### src/rtl/kbd_irq_pkg.sv
package kbd_irq_pkg;
    localparam int unsigned DATA_W   = 8;
    localparam int unsigned BIT_PEND = 3;
    localparam int unsigned BIT_ACK  = 2;
    localparam int unsigned BIT_MASK = 1;
    localparam int unsigned BIT_MODE = 0;

    typedef struct packed {
        logic mask;
        logic level_mode;
    } kbd_ctrl_t;
endpackage

### src/rtl/kbd_sync.sv
module kbd_sync #(
    parameter int unsigned NUM_KEYS = 8
) (
    input  logic                clk,
    input  logic                rst_n,
    input  logic [NUM_KEYS-1:0] pin_n,
    output logic [NUM_KEYS-1:0] pin_s
);
    typedef struct packed {
        logic stg1;
        logic stg2;
    } sync_t;

    for (genvar k = 0; k < NUM_KEYS; k++) begin : g_key
        sync_t s_d, s_q;

        always_comb begin
            s_d      = s_q;
            s_d.stg1 = pin_n[k];
            s_d.stg2 = s_q.stg1;
        end

        // Idle level of an active-low key is high
        always_ff @(posedge clk or negedge rst_n) begin
            if (!rst_n) s_q <= '{stg1: 1'b1, stg2: 1'b1};
            else        s_q <= s_d;
        end

        assign pin_s[k] = s_q.stg2;
    end
endmodule

### src/rtl/kbd_latch.sv
module kbd_latch #(
    parameter int unsigned NUM_KEYS = 8
) (
    input  logic                clk,
    input  logic                rst_n,
    input  logic [NUM_KEYS-1:0] pin_s,
    input  logic [NUM_KEYS-1:0] key_en,
    input  logic                level_mode,
    input  logic                ack_req,
    input  logic                brk,
    input  logic                brk_clr_en,
    output logic                pend,
    output logic                set_hit
);
    typedef struct packed {
        logic [NUM_KEYS-1:0] prev;
        logic                pend;
    } lat_t;

    lat_t                lat_d, lat_q;
    logic [NUM_KEYS-1:0] fall;
    logic [NUM_KEYS-1:0] held_low;
    logic                ack_ok;

    always_comb begin
        fall     = lat_q.prev & ~pin_s & key_en;
        held_low = ~pin_s & key_en;
        set_hit  = level_mode ? (|held_low) : (|fall);
        ack_ok   = ack_req & (~brk | brk_clr_en);

        lat_d      = lat_q;
        lat_d.prev = pin_s;
        // A fresh set beats a simultaneous acknowledge
        lat_d.pend = set_hit | (lat_q.pend & ~ack_ok);
    end

    always_ff @(posedge clk or negedge rst_n) begin
        if (!rst_n) lat_q <= '{prev: '1, pend: 1'b0};
        else        lat_q <= lat_d;
    end

    assign pend = lat_q.pend;
endmodule

### src/rtl/kbd_regs.sv
module kbd_regs
    import kbd_irq_pkg::*;
#(
    parameter int unsigned          NUM_KEYS  = 8,
    parameter int unsigned          ADDR_W    = 8,
    parameter logic [ADDR_W-1:0]    CTRL_ADDR = 'h1A,
    parameter logic [ADDR_W-1:0]    EN_ADDR   = 'h1B
) (
    input  logic                clk,
    input  logic                rst_n,
    input  logic [ADDR_W-1:0]   addr,
    input  logic                wr_en,
    input  logic [DATA_W-1:0]   wdata,
    input  logic                pend,
    output logic [DATA_W-1:0]   rdata,
    output logic                ack_req,
    output kbd_ctrl_t           ctrl,
    output logic [NUM_KEYS-1:0] key_en
);
    typedef struct packed {
        kbd_ctrl_t           ctrl;
        logic [NUM_KEYS-1:0] en;
    } regs_t;

    regs_t regs_d, regs_q;
    logic  hit_ctrl, hit_en;

    always_comb begin
        hit_ctrl = (addr == CTRL_ADDR);
        hit_en   = (addr == EN_ADDR);
        ack_req  = wr_en & hit_ctrl & wdata[BIT_ACK];

        regs_d = regs_q;
        if (wr_en && hit_ctrl) begin
            regs_d.ctrl.mask       = wdata[BIT_MASK];
            regs_d.ctrl.level_mode = wdata[BIT_MODE];
        end
        if (wr_en && hit_en) begin
            regs_d.en = wdata[NUM_KEYS-1:0];
        end

        rdata = '0;
        if (hit_ctrl) begin
            rdata[BIT_PEND] = pend;
            rdata[BIT_MASK] = regs_q.ctrl.mask;
            rdata[BIT_MODE] = regs_q.ctrl.level_mode;
        end else if (hit_en) begin
            rdata[NUM_KEYS-1:0] = regs_q.en;
        end
    end

    always_ff @(posedge clk or negedge rst_n) begin
        if (!rst_n) regs_q <= '0;
        else        regs_q <= regs_d;
    end

    assign ctrl   = regs_q.ctrl;
    assign key_en = regs_q.en;
endmodule

### src/rtl/kbd_irq_ctrl.sv
module kbd_irq_ctrl
    import kbd_irq_pkg::*;
#(
    parameter int unsigned          NUM_KEYS  = 8,
    parameter int unsigned          ADDR_W    = 8,
    parameter logic [ADDR_W-1:0]    CTRL_ADDR = 'h1A,
    parameter logic [ADDR_W-1:0]    EN_ADDR   = 'h1B
) (
    input  logic                clk,
    input  logic                rst_n,
    input  logic [NUM_KEYS-1:0] kbd_n_i,
    input  logic                brk_i,
    input  logic                brk_clr_en_i,
    input  logic [ADDR_W-1:0]   addr_i,
    input  logic                wr_en_i,
    input  logic [7:0]          wdata_i,
    output logic [7:0]          rdata_o,
    output logic                irq_o
);
    logic [NUM_KEYS-1:0] pin_s;
    logic [NUM_KEYS-1:0] key_en;
    kbd_ctrl_t           ctrl;
    logic                ack_req;
    logic                pend;
    logic                set_hit;
    logic                mask_w;

    kbd_sync #(.NUM_KEYS(NUM_KEYS)) u_sync (
        .clk   (clk),
        .rst_n (rst_n),
        .pin_n (kbd_n_i),
        .pin_s (pin_s)
    );

    kbd_regs #(
        .NUM_KEYS  (NUM_KEYS),
        .ADDR_W    (ADDR_W),
        .CTRL_ADDR (CTRL_ADDR),
        .EN_ADDR   (EN_ADDR)
    ) u_regs (
        .clk     (clk),
        .rst_n   (rst_n),
        .addr    (addr_i),
        .wr_en   (wr_en_i),
        .wdata   (wdata_i),
        .pend    (pend),
        .rdata   (rdata_o),
        .ack_req (ack_req),
        .ctrl    (ctrl),
        .key_en  (key_en)
    );

    kbd_latch #(.NUM_KEYS(NUM_KEYS)) u_latch (
        .clk        (clk),
        .rst_n      (rst_n),
        .pin_s      (pin_s),
        .key_en     (key_en),
        .level_mode (ctrl.level_mode),
        .ack_req    (ack_req),
        .brk        (brk_i),
        .brk_clr_en (brk_clr_en_i),
        .pend       (pend),
        .set_hit    (set_hit)
    );

    assign mask_w = ctrl.mask;
    assign irq_o  = pend & ~mask_w;
endmodule

### config.mk
export PLATFORM = sky130hd
export DESIGN_NAME = kbd_irq_ctrl
export DESIGN_NICKNAME = d
export VERILOG_FILES = /design/src/rtl/kbd_irq_pkg.sv /design/src/rtl/kbd_sync.sv /design/src/rtl/kbd_latch.sv /design/src/rtl/kbd_regs.sv /design/src/rtl/kbd_irq_ctrl.sv
export SDC_FILE = /design/constraint.sdc
export NUM_CORES = 1
export LEC_CHECK = 0
export CELL_PAD_IN_SITES_DETAIL_PLACEMENT = 0
export CELL_PAD_IN_SITES_GLOBAL_PLACEMENT = 1
export CORE_ASPECT_RATIO = 0.7
export CORE_MARGIN = 10
export CORE_UTILIZATION = 31
export CTS_BUF_LIST = sky130_fd_sc_hd__clkbuf_8
export DETAILED_ROUTE_END_ITERATION = 7
export DONT_BUFFER_PORTS = 1
export GPL_TIMING_DRIVEN = 0
export PLACE_DENSITY_LB_ADDON = 0.1
export SYNTH_ARGS = -nofsm -noshare
export SYNTH_HDL_FRONTEND = slang
export SYNTH_SLANG_ARGS = --single-unit
### constraint.sdc
create_clock -name clk -period 2.6 [get_ports clk]
set_clock_uncertainty 0.05 [all_clocks]
set_input_delay 0.13 -clock clk [delete_from_list [all_inputs] [get_ports clk]]
set_output_delay 0.13 -clock clk [all_outputs]
set_load 0.01 [all_outputs]
==> qor.yml <==
p_seq_share_pct: 59.7
post_drt_wl_per_cell_um: 15.9
grt_max_degree: 36
cts_resized: 0
synth_mux_area_share_pct: 8.43
hold_depth: 3
worst_skew_pair.late_latency_ns: 0.27
n_antenna_cell: 0
status: "finished, final reports clean"
postRouteWirelength_mm: 2.64
cellPowerDensity_mw_per_mm2: 603
io_buffer_count: 0
synth_edf_count: 0
start_kind: "flop"
postSynth.asyncResetShare_pct: 100
comb_power_share_pct: 5.8
switching_share_pct: 20.5
min_period_over_period_pct: 56.3
fp-row-count: 19
startpoint: "u_sync.pin_s[6]"
use_met3_pct: 3.47
finalSetupTns_ns: 0
syn-num-nets: 117
dieWidth_um: 98.4
grt_usage_pct: 7.50
core_area_sq_mm: 0.00404
drc: 0
syn-mean-instance-area_sq_um: 15.2
grt_pass1_vias: 817
dpl_worst_slack_ns: 1.10
cp-end-kind: "flop"
drtAntennaViolNets: 0
ff2ff_setup_slack_ns: 1.14
rr_startpoint: "u_sync.pin_s[6]"
ys_top_cells_by_area: "dfstp_2 (47%), dfrtp_1 (21%), mux2_2 (8.4%), nand3b_1 (3.4%), nor2b_1 (2.8%)"
tightest_slew_ns: 0.370
pwr-share-clk_pct: 34.5
synth.most_common_cell: "dfstp_2"
synth_compound_area_share_pct: 5.72
cts_tree: "built"
grt_pass1_wl_mm: 4.27
synthXorXnorAreaFrac_pct: 0
fmax_ghz: 0.683
die-area_sq_mm: 0.00737
drive_gt1_share_pct: 40.4
busiest_layer: "met2"
yosys.area.top_type: "dfstp_2"
ys_warn_count: 0
hold_path_class: "in2reg"
synth_cell_types: 22
fin_area_sq_mm: 0.00167
synth-seq-area-share_pct: 67.9
cts_setup_buffers: 0
synth-simple-area-share_pct: 16.2
period_needed_ns: 1.46
rsz0062_at_grt: "no"
hpwl_mm: 2.01
htree_levels: 2
root_buffer: "clkbuf_8"
synth_area_sq_mm: 0.00134
dr.pass1.iters: 4
vias: 775
synth_top_family_by_area: "simple AND/OR/NAND/NOR gates"
cp_max_fo: 3
ys.flop_type: "dfstp_2"
power_leakage_nw: 0.715
maxCapViolations: 0
crit_type: "reg2reg"
synth_commonest_cells: "dfstp_2 (24), dfrtp_1 (11), mux2_2 (10)"
yosys.area.top_type_share_pct: 47.2
overflow: 0
boundaryPins: 38
slew_violations: 0
area_growth_pct: 25.1
vias_per_cell: 4.67
dieHeight_um: 74.9
drt_iter0_markers: 7
met1_usage_pct: 9.79
grt_use_met2_pct: 10.6
setup_viol: 0
p_int_uw: 800
fin_nets: 142
cts_made_buffers: 5
initial_core_util_pct: 33.0
placed_area_sq_mm: 0.00140
cp.required_ns: 2.69
relSlewSlack_pct: 74.7
ir_drop_uv: 325
cts.sinks: 35
yosys.area_share.adder_pct: 0
cp-endpoint: "u_latch.pend"
gp_congestion: 0.663
clk_pin_slew_ns: 0.07
p_sw_uw: 207
finalHoldViolations: 0
reg2regPathDepth: 4
fin_ws_ns: 1.14
arrival_ns: 1.55
total_power_mw: 1.01
timing.rr.end: "u_latch.pend"
cts_buffer_depth: 2
synth-seq-cells: 35
syn_inst: 88
antenna_found_initial: 0
## power groups by stage
stage | Clock (mW) | Combinational, mW | Sequential, mW
floorplan | 0 | 0.0216 | 0.605
global placement | 0 | 0.0246 | 0.609
detailed placement | 0 | 0.0249 | 0.610
CTS | 0.366 | 0.0604 | 0.601
global route | 0.390 | 0.0658 | 0.604
finish | 0.348 | 0.0584 | 0.601
## area by class of cell
cell class,count,area (sq um)
clock inverter,3,11.3
clock buffer,5,68.8
fill,393,2370
tap,52,65.1
timing repair buffer,18,190
inverter,5,18.8
multi-input combinational,47,405
buffer,1,5.00
sequential,35,906
## cells by family after synthesis
group	after synthesis
simple gates	27
flops	35
mux	10
compound gates	10
buf+inv	6
## worst max-delay path, stage by stage, from the launching register on
cell and delay [ns]:
dfstp_2 0.54, inv_1 0.04, a2111oi_0 0.40, and4_1 0.23, o21ai_0 0.07
## stage by stage
step | cells | hold slack [ns] | util [%]
final | 166 | 0.0851 | 41.3
after global routing | 166 | 0.132 | 41.3
after CTS | 166 | 0.0892 | 41.3
after detailed placement | 140 | -0.214 | 34.6
after global placement | 140 | -0.214 | 34.6
after floorplan | 88 | -0.216 | -
## timing repair
item | 4_1_cts | 5_1_grt
endpoints found under the setup margin | 0 | 0
endpoints found under the hold margin | 53 | 0
hold buffers | 18 | 0
## routing by layer
layer / part of all wire (%) / routed length, um
met5: 0 / 0
met4: 0.53 / 14
met2: 46 / 1220
met1: 48 / 1260
met3: 5.5 / 144
## cell usage in the layout, fill, tap and decap left out
cell / n
dlygate4sd3_1: 17
nand4_1: 1
dfstp_2: 24
nand3_1: 1
and4_1: 1
nor4b_4: 1
dfrtp_1: 11
and3_2: 2
a221oi_1: 1
o21ai_0: 3
nor3b_1: 1
nor2b_1: 6
buf_12: 1
a2111oi_0: 2
inv_1: 8
nand3b_1: 6
nand4_4: 1
clkbuf_8: 5
mux2_2: 10
a22o_1: 3
o2111ai_1: 1
nand2b_1: 1
and2_4: 1
and2_1: 5
clkbuf_2: 1
## registers in the layout (all words and copies together) (netlist names)
name	flops
u_sync.pin_s	8
u_sync.g_key.s_d	8
u_latch.lat_q	8
u_regs.key_en	8
u_regs.ctrl	2
u_latch.pend	1
## worst min path at each step
stage | start | endpoint
final | wdata_i[2] | u_latch.pend
after global routing | addr_i[0] | u_regs.key_en[4]
after CTS | wdata_i[2] | u_latch.pend
after detailed placement | rst_n | u_regs.key_en[4]
after global placement | rst_n | u_regs.key_en[4]
after floorplan | rst_n | u_latch.pend
(Power assumes the default switching activity.)
